[src/rtl/irq_src_pkg.sv]
package irq_src_pkg;
  typedef logic [7:0] prio_t;
  localparam prio_t PRIO_MASKED = 8'hFF;
endpackage

[src/rtl/irq_src_slot.sv]
module irq_src_slot
  import irq_src_pkg::*;
#(
  parameter int SRV_W    = 4,
  parameter bit IS_LEVEL = 1'b0
) (
  input  logic             clk,
  input  logic             rst_n,
  input  logic             edge_i,
  input  logic             lvl_i,
  input  logic             cfg_hit_i,
  input  logic [SRV_W-1:0] cfg_srv_i,
  input  prio_t            cfg_prio_i,
  input  prio_t            cfg_saved_i,
  input  logic             rej_i,
  input  logic             eoi_i,
  input  logic             visit_i,
  input  logic             grant_i,
  output logic             want_o,
  output logic [SRV_W-1:0] srv_o,
  output prio_t            prio_o
);
  logic [SRV_W-1:0] srv_q, srv_d;
  prio_t prio_q, prio_d, saved_q, saved_d;
  logic asrt_q, asrt_d, sent_q, sent_d, bnc_q, bnc_d, mpend_q, mpend_d;
  logic want_q, want_d, lvl_trig;

  always_comb begin
    srv_d   = srv_q;
    prio_d  = prio_q;
    saved_d = saved_q;
    asrt_d  = asrt_q;
    sent_d  = sent_q;
    bnc_d   = bnc_q;
    mpend_d = mpend_q;
    want_d  = want_q & ~grant_i;
    lvl_trig = 1'b0;
    // line / event input
    if (IS_LEVEL) begin
      if (lvl_i != asrt_q) begin
        asrt_d   = lvl_i;
        lvl_trig = 1'b1;
      end
    end else if (edge_i) begin
      if (prio_q == PRIO_MASKED) mpend_d = 1'b1;
      else                       want_d  = 1'b1;
    end
    // configuration write
    if (cfg_hit_i) begin
      srv_d   = cfg_srv_i;
      prio_d  = cfg_prio_i;
      saved_d = cfg_saved_i;
      if (IS_LEVEL) lvl_trig = 1'b1;
      else if (mpend_d && cfg_prio_i != PRIO_MASKED) begin
        mpend_d = 1'b0;
        want_d  = 1'b1;
      end
    end
    // presenter messages
    if (rej_i) begin
      if (IS_LEVEL) sent_d = 1'b0;
      else          bnc_d  = 1'b1;
    end
    if (eoi_i && IS_LEVEL) sent_d = 1'b0;
    // resend walk visit
    if (visit_i) begin
      if (IS_LEVEL) lvl_trig = 1'b1;
      else if (bnc_d) begin
        bnc_d = 1'b0;
        if (prio_d != PRIO_MASKED) want_d = 1'b1;
      end
    end
    // level delivery check
    if (IS_LEVEL && lvl_trig && prio_d != PRIO_MASKED && asrt_d && !sent_d) begin
      sent_d = 1'b1;
      want_d = 1'b1;
    end
  end

  always_ff @(posedge clk or negedge rst_n) begin
    if (!rst_n) begin
      srv_q   <= '0;
      prio_q  <= PRIO_MASKED;
      saved_q <= PRIO_MASKED;
      asrt_q  <= 1'b0;
      sent_q  <= 1'b0;
      bnc_q   <= 1'b0;
      mpend_q <= 1'b0;
      want_q  <= 1'b0;
    end else begin
      srv_q   <= srv_d;
      prio_q  <= prio_d;
      saved_q <= saved_d;
      asrt_q  <= asrt_d;
      sent_q  <= sent_d;
      bnc_q   <= bnc_d;
      mpend_q <= mpend_d;
      want_q  <= want_d;
    end
  end

  assign want_o = want_q;
  assign srv_o  = srv_q;
  assign prio_o = prio_q;

  p_mpend_masked_r3: assert property (@(posedge clk) disable iff (!rst_n)
    mpend_q |-> prio_q == PRIO_MASKED);
  p_sent_offers_r4: assert property (@(posedge clk) disable iff (!rst_n)
    $rose(sent_q) |-> want_q);
  p_saved_hold_r8: assert property (@(posedge clk) disable iff (!rst_n)
    !cfg_hit_i |=> $stable(saved_q));
endmodule

[src/rtl/irq_offer_arb.sv]
module irq_offer_arb
  import irq_src_pkg::*;
#(
  parameter int NUM_SRC = 8,
  parameter int SRV_W   = 4,
  localparam int IDX_W  = $clog2(NUM_SRC)
) (
  input  logic                            clk,
  input  logic                            rst_n,
  input  logic [NUM_SRC-1:0]              want_i,
  input  logic [NUM_SRC-1:0][SRV_W-1:0]   srv_i,
  input  logic [NUM_SRC-1:0][7:0]         prio_i,
  input  logic                            ready_i,
  output logic [NUM_SRC-1:0]              grant_o,
  output logic                            vld_o,
  output logic [IDX_W-1:0]                idx_o,
  output logic [SRV_W-1:0]                srv_o,
  output prio_t                           prio_o
);
  logic             vld_q, load;
  logic [IDX_W-1:0] idx_q, pick;
  logic [SRV_W-1:0] srv_q;
  prio_t            prio_q;

  always_comb begin
    pick = '0;
    for (int i = NUM_SRC - 1; i >= 0; i--) begin
      if (want_i[i]) pick = IDX_W'(i);
    end
  end

  assign load = (|want_i) && (!vld_q || ready_i);

  for (genvar g = 0; g < NUM_SRC; g++) begin : g_grant
    assign grant_o[g] = load && (pick == IDX_W'(g));
  end

  always_ff @(posedge clk or negedge rst_n) begin
    if (!rst_n) begin
      vld_q  <= 1'b0;
      idx_q  <= '0;
      srv_q  <= '0;
      prio_q <= '0;
    end else if (load) begin
      vld_q  <= 1'b1;
      idx_q  <= pick;
      srv_q  <= srv_i[pick];
      prio_q <= prio_i[pick];
    end else if (ready_i) begin
      vld_q <= 1'b0;
    end
  end

  assign vld_o  = vld_q;
  assign idx_o  = idx_q;
  assign srv_o  = srv_q;
  assign prio_o = prio_q;

  p_grant_onehot_r10: assert property (@(posedge clk) disable iff (!rst_n)
    $onehot0(grant_o));
  p_grant_pending_r10: assert property (@(posedge clk) disable iff (!rst_n)
    (grant_o & ~want_i) == '0);
  p_offer_hold_r10: assert property (@(posedge clk) disable iff (!rst_n)
    vld_q && !ready_i |=> vld_q && $stable(idx_q) && $stable(srv_q) && $stable(prio_q));
endmodule

[src/rtl/irq_resend_walk.sv]
module irq_resend_walk #(
  parameter int NUM_SRC = 8,
  localparam int IDX_W  = $clog2(NUM_SRC),
  localparam int LAST   = NUM_SRC - 1
) (
  input  logic               clk,
  input  logic               rst_n,
  input  logic               start_i,
  output logic [NUM_SRC-1:0] visit_o,
  output logic               done_o
);
  logic             busy_q, done_q, at_last;
  logic [IDX_W-1:0] ptr_q;

  assign at_last = busy_q && (ptr_q == IDX_W'(LAST));

  always_ff @(posedge clk or negedge rst_n) begin
    if (!rst_n) begin
      busy_q <= 1'b0;
      ptr_q  <= '0;
      done_q <= 1'b0;
    end else begin
      done_q <= at_last;
      if (busy_q) begin
        if (at_last) busy_q <= 1'b0;
        else         ptr_q  <= ptr_q + 1'b1;
      end else if (start_i) begin
        busy_q <= 1'b1;
        ptr_q  <= '0;
      end
    end
  end

  for (genvar g = 0; g < NUM_SRC; g++) begin : g_visit
    assign visit_o[g] = busy_q && (ptr_q == IDX_W'(g));
  end
  assign done_o = done_q;

  p_done_idle_r11: assert property (@(posedge clk) disable iff (!rst_n)
    done_q |-> !busy_q);
  p_walk_step_r11: assert property (@(posedge clk) disable iff (!rst_n)
    busy_q && !at_last |=> busy_q && ptr_q == $past(ptr_q) + 1'b1);
endmodule

[src/rtl/irq_src_ctrl.sv]
module irq_src_ctrl
  import irq_src_pkg::*;
#(
  parameter int               NUM_SRC   = 8,
  parameter int               SRV_W     = 4,
  parameter int               GSN_W     = 16,
  parameter int               BASE      = 256,
  parameter logic [NUM_SRC-1:0] LEVEL_MAP = 8'hF0,
  localparam int              IDX_W     = $clog2(NUM_SRC)
) (
  input  logic               clk,
  input  logic               rst_n,
  input  logic [NUM_SRC-1:0] edge_evt,
  input  logic [NUM_SRC-1:0] lvl_in,
  input  logic               cfg_we,
  input  logic [IDX_W-1:0]   cfg_idx,
  input  logic [SRV_W-1:0]   cfg_server,
  input  logic [7:0]         cfg_prio,
  input  logic [7:0]         cfg_saved_prio,
  input  logic               rej_vld,
  input  logic [GSN_W-1:0]   rej_gsn,
  input  logic               eoi_vld,
  input  logic [GSN_W-1:0]   eoi_gsn,
  input  logic               resend_req,
  output logic               offer_valid,
  input  logic               offer_ready,
  output logic [SRV_W-1:0]   offer_server,
  output logic [GSN_W-1:0]   offer_gsn,
  output logic [7:0]         offer_prio,
  output logic               scan_done
);
  localparam logic [GSN_W-1:0] BASE_G = GSN_W'(BASE);
  localparam logic [GSN_W:0]   LO_X   = (GSN_W+1)'(BASE);
  localparam logic [GSN_W:0]   HI_X   = (GSN_W+1)'(BASE + NUM_SRC);

  // global number -> one-hot local slot, empty when out of range
  function automatic logic [NUM_SRC-1:0] gsn_decode(input logic v, input logic [GSN_W-1:0] g);
    logic [GSN_W-1:0] loc;
    logic             inr;
    loc = g - BASE_G;
    inr = ({1'b0, g} >= LO_X) && ({1'b0, g} < HI_X);
    for (int i = 0; i < NUM_SRC; i++) begin
      gsn_decode[i] = v && inr && (loc == GSN_W'(i));
    end
  endfunction

  function automatic logic [GSN_W-1:0] idx_to_gsn(input logic [IDX_W-1:0] idx);
    return BASE_G + GSN_W'(idx);
  endfunction

  logic [NUM_SRC-1:0] rej_hit, eoi_hit, cfg_hit, visit, want, grant;
  logic [NUM_SRC-1:0][SRV_W-1:0] slot_srv;
  logic [NUM_SRC-1:0][7:0]       slot_prio;
  logic [IDX_W-1:0]              off_idx;

  assign rej_hit = gsn_decode(rej_vld, rej_gsn);
  assign eoi_hit = gsn_decode(eoi_vld, eoi_gsn);

  for (genvar g = 0; g < NUM_SRC; g++) begin : g_slot
    assign cfg_hit[g] = cfg_we && (cfg_idx == IDX_W'(g));
    irq_src_slot #(.SRV_W(SRV_W), .IS_LEVEL(LEVEL_MAP[g])) u_slot (
      .clk        (clk),
      .rst_n      (rst_n),
      .edge_i     (edge_evt[g]),
      .lvl_i      (lvl_in[g]),
      .cfg_hit_i  (cfg_hit[g]),
      .cfg_srv_i  (cfg_server),
      .cfg_prio_i (cfg_prio),
      .cfg_saved_i(cfg_saved_prio),
      .rej_i      (rej_hit[g]),
      .eoi_i      (eoi_hit[g]),
      .visit_i    (visit[g]),
      .grant_i    (grant[g]),
      .want_o     (want[g]),
      .srv_o      (slot_srv[g]),
      .prio_o     (slot_prio[g])
    );
  end

  irq_offer_arb #(.NUM_SRC(NUM_SRC), .SRV_W(SRV_W)) u_arb (
    .clk    (clk),
    .rst_n  (rst_n),
    .want_i (want),
    .srv_i  (slot_srv),
    .prio_i (slot_prio),
    .ready_i(offer_ready),
    .grant_o(grant),
    .vld_o  (offer_valid),
    .idx_o  (off_idx),
    .srv_o  (offer_server),
    .prio_o (offer_prio)
  );

  irq_resend_walk #(.NUM_SRC(NUM_SRC)) u_walk (
    .clk    (clk),
    .rst_n  (rst_n),
    .start_i(resend_req),
    .visit_o(visit),
    .done_o (scan_done)
  );

  assign offer_gsn = idx_to_gsn(off_idx);

  p_offer_in_range_r9: assert property (@(posedge clk) disable iff (!rst_n)
    offer_valid |-> ({1'b0, offer_gsn} >= LO_X) && ({1'b0, offer_gsn} < HI_X));
  p_msg_onehot_r9: assert property (@(posedge clk) disable iff (!rst_n)
    $onehot0(rej_hit) && $onehot0(eoi_hit));
endmodule

[config.mk]
export PLATFORM = sky130hd
export DESIGN_NAME = irq_src_ctrl
export DESIGN_NICKNAME = d
export VERILOG_FILES = /design/src/rtl/irq_src_pkg.sv /design/src/rtl/irq_src_slot.sv /design/src/rtl/irq_offer_arb.sv /design/src/rtl/irq_resend_walk.sv /design/src/rtl/irq_src_ctrl.sv
export SDC_FILE = /design/constraint.sdc
export NUM_CORES = 1
export LEC_CHECK = 0
export BUFFER_PORTS_ARGS = -buffer_cell sky130_fd_sc_hd__buf_2
export CELL_PAD_IN_SITES_DETAIL_PLACEMENT = 0
export CELL_PAD_IN_SITES_GLOBAL_PLACEMENT = 1
export CORE_MARGIN = 1.5
export CORE_UTILIZATION = 34
export CTS_CLUSTER_SIZE = 30
export DETAILED_ROUTE_END_ITERATION = 8
export PLACE_DENSITY = 0.64
export RECOVER_POWER = 100
export SYNTH_ARGS = -nofsm -noshare
export SYNTH_HDL_FRONTEND = slang
export SYNTH_SLANG_ARGS = --single-unit
export TNS_END_PERCENT = 5
[constraint.sdc]
create_clock -name clk -period 2.2 [get_ports clk]
set_input_delay 0.33 -clock clk [delete_from_list [all_inputs] [get_ports clk]]
set_output_delay 0.33 -clock clk [all_outputs]
set_load 0.01 [all_outputs]
Word level (Yosys, flattened, before mapping)
Index checks and enable logic that the tools add are counted.

storage, ports and cells
  register bits = 141
  input port bits = 78
  output and inout port bits = 30
  word-level logic and storage cells = 305

cells by class
  add/subtract/negate cells = 4
  $lt $le $gt $ge = 5
  eq/ne operators = 50
  multiplexer cells = 112
  bitwise logic cells = 16
  reduce and logical (&&, ||, !) cells = 71

operator list
  cell                                                                number
  equality test 16 x 3 -> 1 bit, second input constant                8
  2-to-1 mux 1 bit                                                    89
  2-to-1 mux 8 bit                                                    9
  != test 8 bit, second input constant                                9
  logical AND 1 bit                                                   57
  equality test 3 bit, second input constant                          12
  2-to-1 mux 3 bit                                                    11
  equality test 16 x 2 -> 1 bit, second input constant                2
  equality test 8 bit, second input constant                          4
  greater-or-equal comparator 16 x 9 -> 1 bit, second input constant  2
  less-than comparator 16 x 9 -> 1 bit, second input constant         2
  subtractor 16 x 9 -> 16 bit, second input constant                  2
  binary-select mux 8 bit (select 3 bit)                              1
  equality test 3 x 2 -> 1 bit, second input constant                 6
  equality test 16 x 1 -> 1 bit, second input constant                1
  zero test 16 bit                                                    1
  binary-select mux 4 bit (select 3 bit)                              1
  adder 9 x 3 -> 10 bit, first input constant                         1
  equality test 3 x 1 -> 1 bit, second input constant                 3
  zero test 3 bit                                                     3
  AND 1 bit                                                           8
  inverter 1 bit                                                      8
  OR reduction 8 bit                                                  1
  zero test 1 bit                                                     5
  8 further kinds                                                     12

Depth between registers and ports, before layout
  depth after elaboration = 19
  mapped depth = 8

Hierarchy
From an unflattened synthesis, not the netlist that was laid out.

unflattened totals
  cell total of the unflattened synthesis = 642
  area total of the unflattened synthesis = 7,905.1 um2

modules (own cells, without submodules)
  module                                instances  cells each  area an instance (um2)
  irq_src_slot at g_slot[0].u_slot ...  4          46          688.2
  irq_src_slot at g_slot[4].u_slot ...  4          47          686.9
  irq_offer_arb                         1          167         1,544.0
  irq_src_ctrl                          1          65          494.2
  irq_resend_walk                       1          38          366.6

Worst setup path after synthesis
No wires, ideal clock.

  path kind = register to register
  from = reg g_slot[1].u_slot.want_q
  to = reg u_arb.prio_q[1] (netlist: u_arb.prio_o[1])
  setup time = 125 ps
  arrival time = 1,846 ps
  path slack = 229 ps
  cell stages (with the launch flop) = 9
  path buffers = 2
  clock period less this slack = 1,971 ps
  cells stage by stage = dfrtp_1 buf_6 or4_1 buf_2 a21oi_4 nand2_4 a221o_1 a221oi_2 nor3_1

between the ends
  word-level cells in the longest chain between the ends = 4
  elaborated cells between the ends (all ways) = 6
  classes of those cells = mux (4); reduce/logical (2)

ends and longest elaborated chain
  what                                    line                 text
  start: declaration                      irq_src_slot.sv:26   logic want_q, want_d, lvl_trig;
  start signal: assignment                irq_src_slot.sv:98   want_q <= want_d;
  2-to-1 mux 3 bit (2 in series)          irq_offer_arb.sv:28  if (want_i[i]) pick = IDX_W'(i);
  binary-select mux 8 bit (select 3 bit)  irq_offer_arb.sv:48  prio_q <= prio_i[pick];
  2-to-1 mux 8 bit (not written as such)  irq_offer_arb.sv:48
  end signal: assignment                  irq_offer_arb.sv:48
  end: declaration                        irq_offer_arb.sv:23  prio_t prio_q;

Several ways; a longest one is shown, not always the timed one. The select of a mux whose other input is x is not followed.
A chain may end at the register's enable or synchronous reset.

Worst setup path in the final report
  from = reg g_slot[3].u_slot.want_q
  to = reg u_arb.prio_q[2] (netlist: u_arb.prio_o[2])

between the ends
  word-level cells in the longest chain between the ends = 6
  elaborated cells between the ends (all ways) = 8
  classes of those cells = mux (6); reduce/logical (2)

ends and longest elaborated chain
  what                                    line
  start: declaration                      irq_src_slot.sv:26
  start signal: assignment                irq_src_slot.sv:98
  2-to-1 mux 3 bit (4 in series)          irq_offer_arb.sv:28
  binary-select mux 8 bit (select 3 bit)  irq_offer_arb.sv:48
  2-to-1 mux 8 bit (not written as such)  irq_offer_arb.sv:48

Several ways; a longest one is shown, not always the timed one. The select of a mux whose other input is x is not followed.

==> impl_metrics.tcl <==
set metrics [dict create \
    status "finished clean" \
    postPlaceCellArea_sq_um 8225 \
    synth-simple-area-share_pct 15.59 \
    yosys_warnings 0 \
    rsz0062_at_grt "true" \
    start_kind "flip-flop" \
    synth-compound-area-share_pct 13.50 \
    max_cap_violations 0 \
    dieWidth_microns 149.0 \
    diodes 0 \
    ys.flop_type "dfrtp_1" \
    gp_congestion 0.8639 \
    clkLatencyLatePin_ps 420 \
    rr_startpoint "g_slot[3].u_slot.want_o" \
    drv_slew 0 \
    first_iter_violations 353 \
    synthArstFlopShare_pct 100.0 \
    htree_num_levels 4 \
    dp_hpwl_mm 16.02 \
    grt-ovfl-total 0 \
    clock_skew_ps 6.725 \
    cts.path.max_buffers 2 \
    critical_path.endpoint "u_arb.prio_o[2]" \
    drive_gt1_share_pct 33.59 \
    pre_cts_slack_ps 7.869 \
    yosys-top-cells-area "dfrtp_1 27%, dfstp_2 23%, mux2_2 9.2%" \
    synth_top_area_share_pct 26.59 \
    totalWireLength_mm 21.12 \
    r2r_cells 6 \
    worstSetupPathType "flip-flop to flip-flop" \
    synth-seq-area-share_pct 49.80 \
    pin_count 108 \
    cts_inserted_buffers 17 \
    via_count 5645 \
    crit_arrival_ps 2440 \
    first_pass_iters 5 \
    layout_setup_ws_ps 47.45 \
    grt_pass1_wl_mm 33.04 \
    syn_area_sq_um 7246 \
    startpoint "g_slot[3].u_slot.want_o" \
    cts_setup_buffers 0 \
    syn_avg_cell_area_sq_um 10.90 \
    cellLeakagePower_nw 3.665 \
    avgRoutedWirePerCell_microns 19.80 \
    tightest_slew_ps 1423 \
    initial_core_util_pct 34.58 \
    whs_ps 98.89 \
    rows 53 \
    grt_max_degree 56 \
    core_area_sq_um 20960 \
    required_ps 2480 \
    drc 0 \
    critPathMaxFanout 7 \
    r2r-end "u_arb.prio_o[2]" \
    pwr_density_cell_nw_per_um2 933.5 \
    synthMuxAreaShare_pct 13.87 \
    min_period_over_period_pct 97.84 \
    fill_cells 2042 \
    r2r_setup_slack_ps 50 \
    final_area_sq_um 8781 \
    synth_top_family_by_area "simple AND/OR/NAND/NOR gates" \
    ant_nets 0 \
    viasPerCell 5.291 \
    period_minus_slack_ps 2153 \
    ys_types 65 \
    clock-root-buffer "clkbuf_16" \
    yosysTopAreaCell "dfrtp_1" \
    grt_util_all_layers_pct 19.97 \
    peakVddDrop_mv 0.3951 \
    die_area_sq_um 22200 \
    synth_adder_area_share_pct 2.418 \
    synth_cells 665 \
    die-height_microns 149.0 \
    cts.sinks 141 \
    grt_pass1_vias 5708 \
    end_kind "flip-flop" \
    finalPower_w 0.008197 \
    cts_tree "yes" \
    relSlewSlack_pct 5.146 \
    hold_path_class "primary input to flip-flop" \
    fin_nets 871 \
    path_clk_slew_ps 60 \
    area.growth.synth_to_final_pct 21.19 \
    max_freq_mhz 464.6 \
    synth_edf_count 0 \
    io_buffers 78 \
    antenna_found_initial 0 \
    ys_ff_latch 141 \
    synth_xor_area_share_pct 0.1209 \
    hold_violations 0 \
    setup_viol 0 \
]
-- where the power goes --
group	leakage, nW	internal (W)	switching, W
logic	1.77	0.000671	0.000792
registers	1.58	0.00330	0.000441
clock network	0.313	0.00190	0.00109
total	3.66	0.00587	0.00232
-- through the flow --
| step | setup TNS (ps) | utilization (%) | cells |
|---|---|---|---|
| 3_5_place_dp | 0 | 39.25 | 1034 |
| 3_3_place_gp | 0 | 39.25 | 1034 |
| 6_report | 0 | 41.90 | 1067 |
| 4_1_cts | 0 | 42.30 | 1067 |
| 2_1_floorplan | 0 | - | 676 |
| 5_1_grt | -352.9 | 41.90 | 1067 |
-- cell families after synthesis --
| logic type | after synthesis |
|---|---|
| flip-flops | 141 |
| AO/OA/AOI/OAI | 130 |
| XOR/XNOR | 1 |
| adder cells (fa/ha/maj) | 14 |
| multiplexers | 90 |
| buffers and inverters | 68 |
| AND/OR/NAND/NOR | 219 |
| other | 2 |
-- critical path, cell delays in order (launching register included) --
cell      delay (ps)
dfrtp_1          420
or4_4            580
a21oi_4          180
nand2_4          110
a221o_1          290
a221oi_2         340
nor3_1           100
-- worst min path at each step --
| stage | from | endpoint | slack (ps) | cells after the start |
|---|---|---|---|---|
| finish | resend_req | u_walk.ptr_q[0] | 100 | 2 |
| global route | resend_req | u_walk.ptr_q[0] | 100 | 2 |
| CTS | resend_req | u_walk.ptr_q[0] | 80 | 2 |
| detailed placement | rst_n | g_slot[1].u_slot.srv_o[1] | 340 | 1 |
| global placement | rst_n | g_slot[2].u_slot.srv_o[1] | 330 | 1 |
| floorplan | rst_n | g_slot[0].u_slot.bnc_q | 30 | 0 |
-- layer usage --
layer  vias up  GRT usage, %  routed length [microns]
met5         -             0                        0
met4         0         5.446                      293
met3        22         3.547                      927
met2       137         32.20                    10260
met1      2855         27.55                     9642
li1       2631             -                        -
-- cell usage after synthesis (all sizes together) (5+ instances only) --
cell and number:
o211ai 6, a21oi 28, dfrtp 77, ha 14, a221o 12, or2 6, nor3b 10, inv 18
clkbuf 23, nand4 20, nand3 5, nand2 89, buf 27, o21ai 23, nor2 44, nand3b 5
nand2b 5, o211a 5, mux2 83, dfstp 64, o31ai 9, nor3 15, a221oi 13, mux2i 7
a31oi 10
-- final cells by class --
| class | instances | area [sq um] | share of cell area, % |
|---|---|---|---|
| repair buffers | 134 | 778.2 | 8.863 |
| flip-flops and latches | 141 | 3608 | 41.09 |
| inverters | 18 | 67.56 | 0.7695 |
| clock inverters | 9 | 103.9 | 1.183 |
| well taps | 275 | 344.1 | 3.918 |
| multi-input cells | 467 | 3357 | 38.23 |
| clock buffers | 23 | 521.8 | 5.942 |
-- flip-flops by register name, summed over array words and instances, names as in the netlist --
signal / count
g_slot.u_slot.bnc_q: 4
u_arb.prio_o: 8
u_walk.done_o: 1
u_walk.ptr_q: 3
u_arb.idx_o: 3
g_slot.u_slot.prio_o: 64
g_slot.u_slot.asrt_q: 4
g_slot.u_slot.mpend_q: 4
u_arb.vld_o: 1
g_slot.u_slot.want_o: 8
u_arb.srv_o: 4
g_slot.u_slot.srv_o: 32
g_slot.u_slot.sent_q: 4
u_walk.busy_q: 1
-- cells in the final DEF (no fill, tap or decap), drive strengths merged, types with 6 or more instances in the layout --
| master | instances |
|---|---|
| clkinv | 6 |
| o31ai | 9 |
| nor3b | 10 |
| or2 | 6 |
| mux2 | 83 |
| inv | 19 |
| a31oi | 10 |
| conb | 13 |
| nor3 | 15 |
| a221o | 12 |
| buf | 99 |
| ha | 14 |
| nand2 | 89 |
| nand4 | 20 |
| dfrtp | 77 |
| a221oi | 13 |
| a21oi | 28 |
| o21ai | 23 |
| nor2 | 44 |
| clkbuf | 57 |
| mux2i | 7 |
| dfstp | 64 |
| o211ai | 6 |
-- timing repair --
| item | CTS | global route |
|---|---|---|
| cloned | 0 | 0 |
| hold buffers | 1 | 0 |
| pin swaps | 1 | 0 |
| endpoints found under the hold margin | 31 | 0 |
| resized for setup | 1 | 4 |
| endpoints found under the setup margin | 3 | 10 |
No activity file was read; power rests on OpenSTA's default activity.
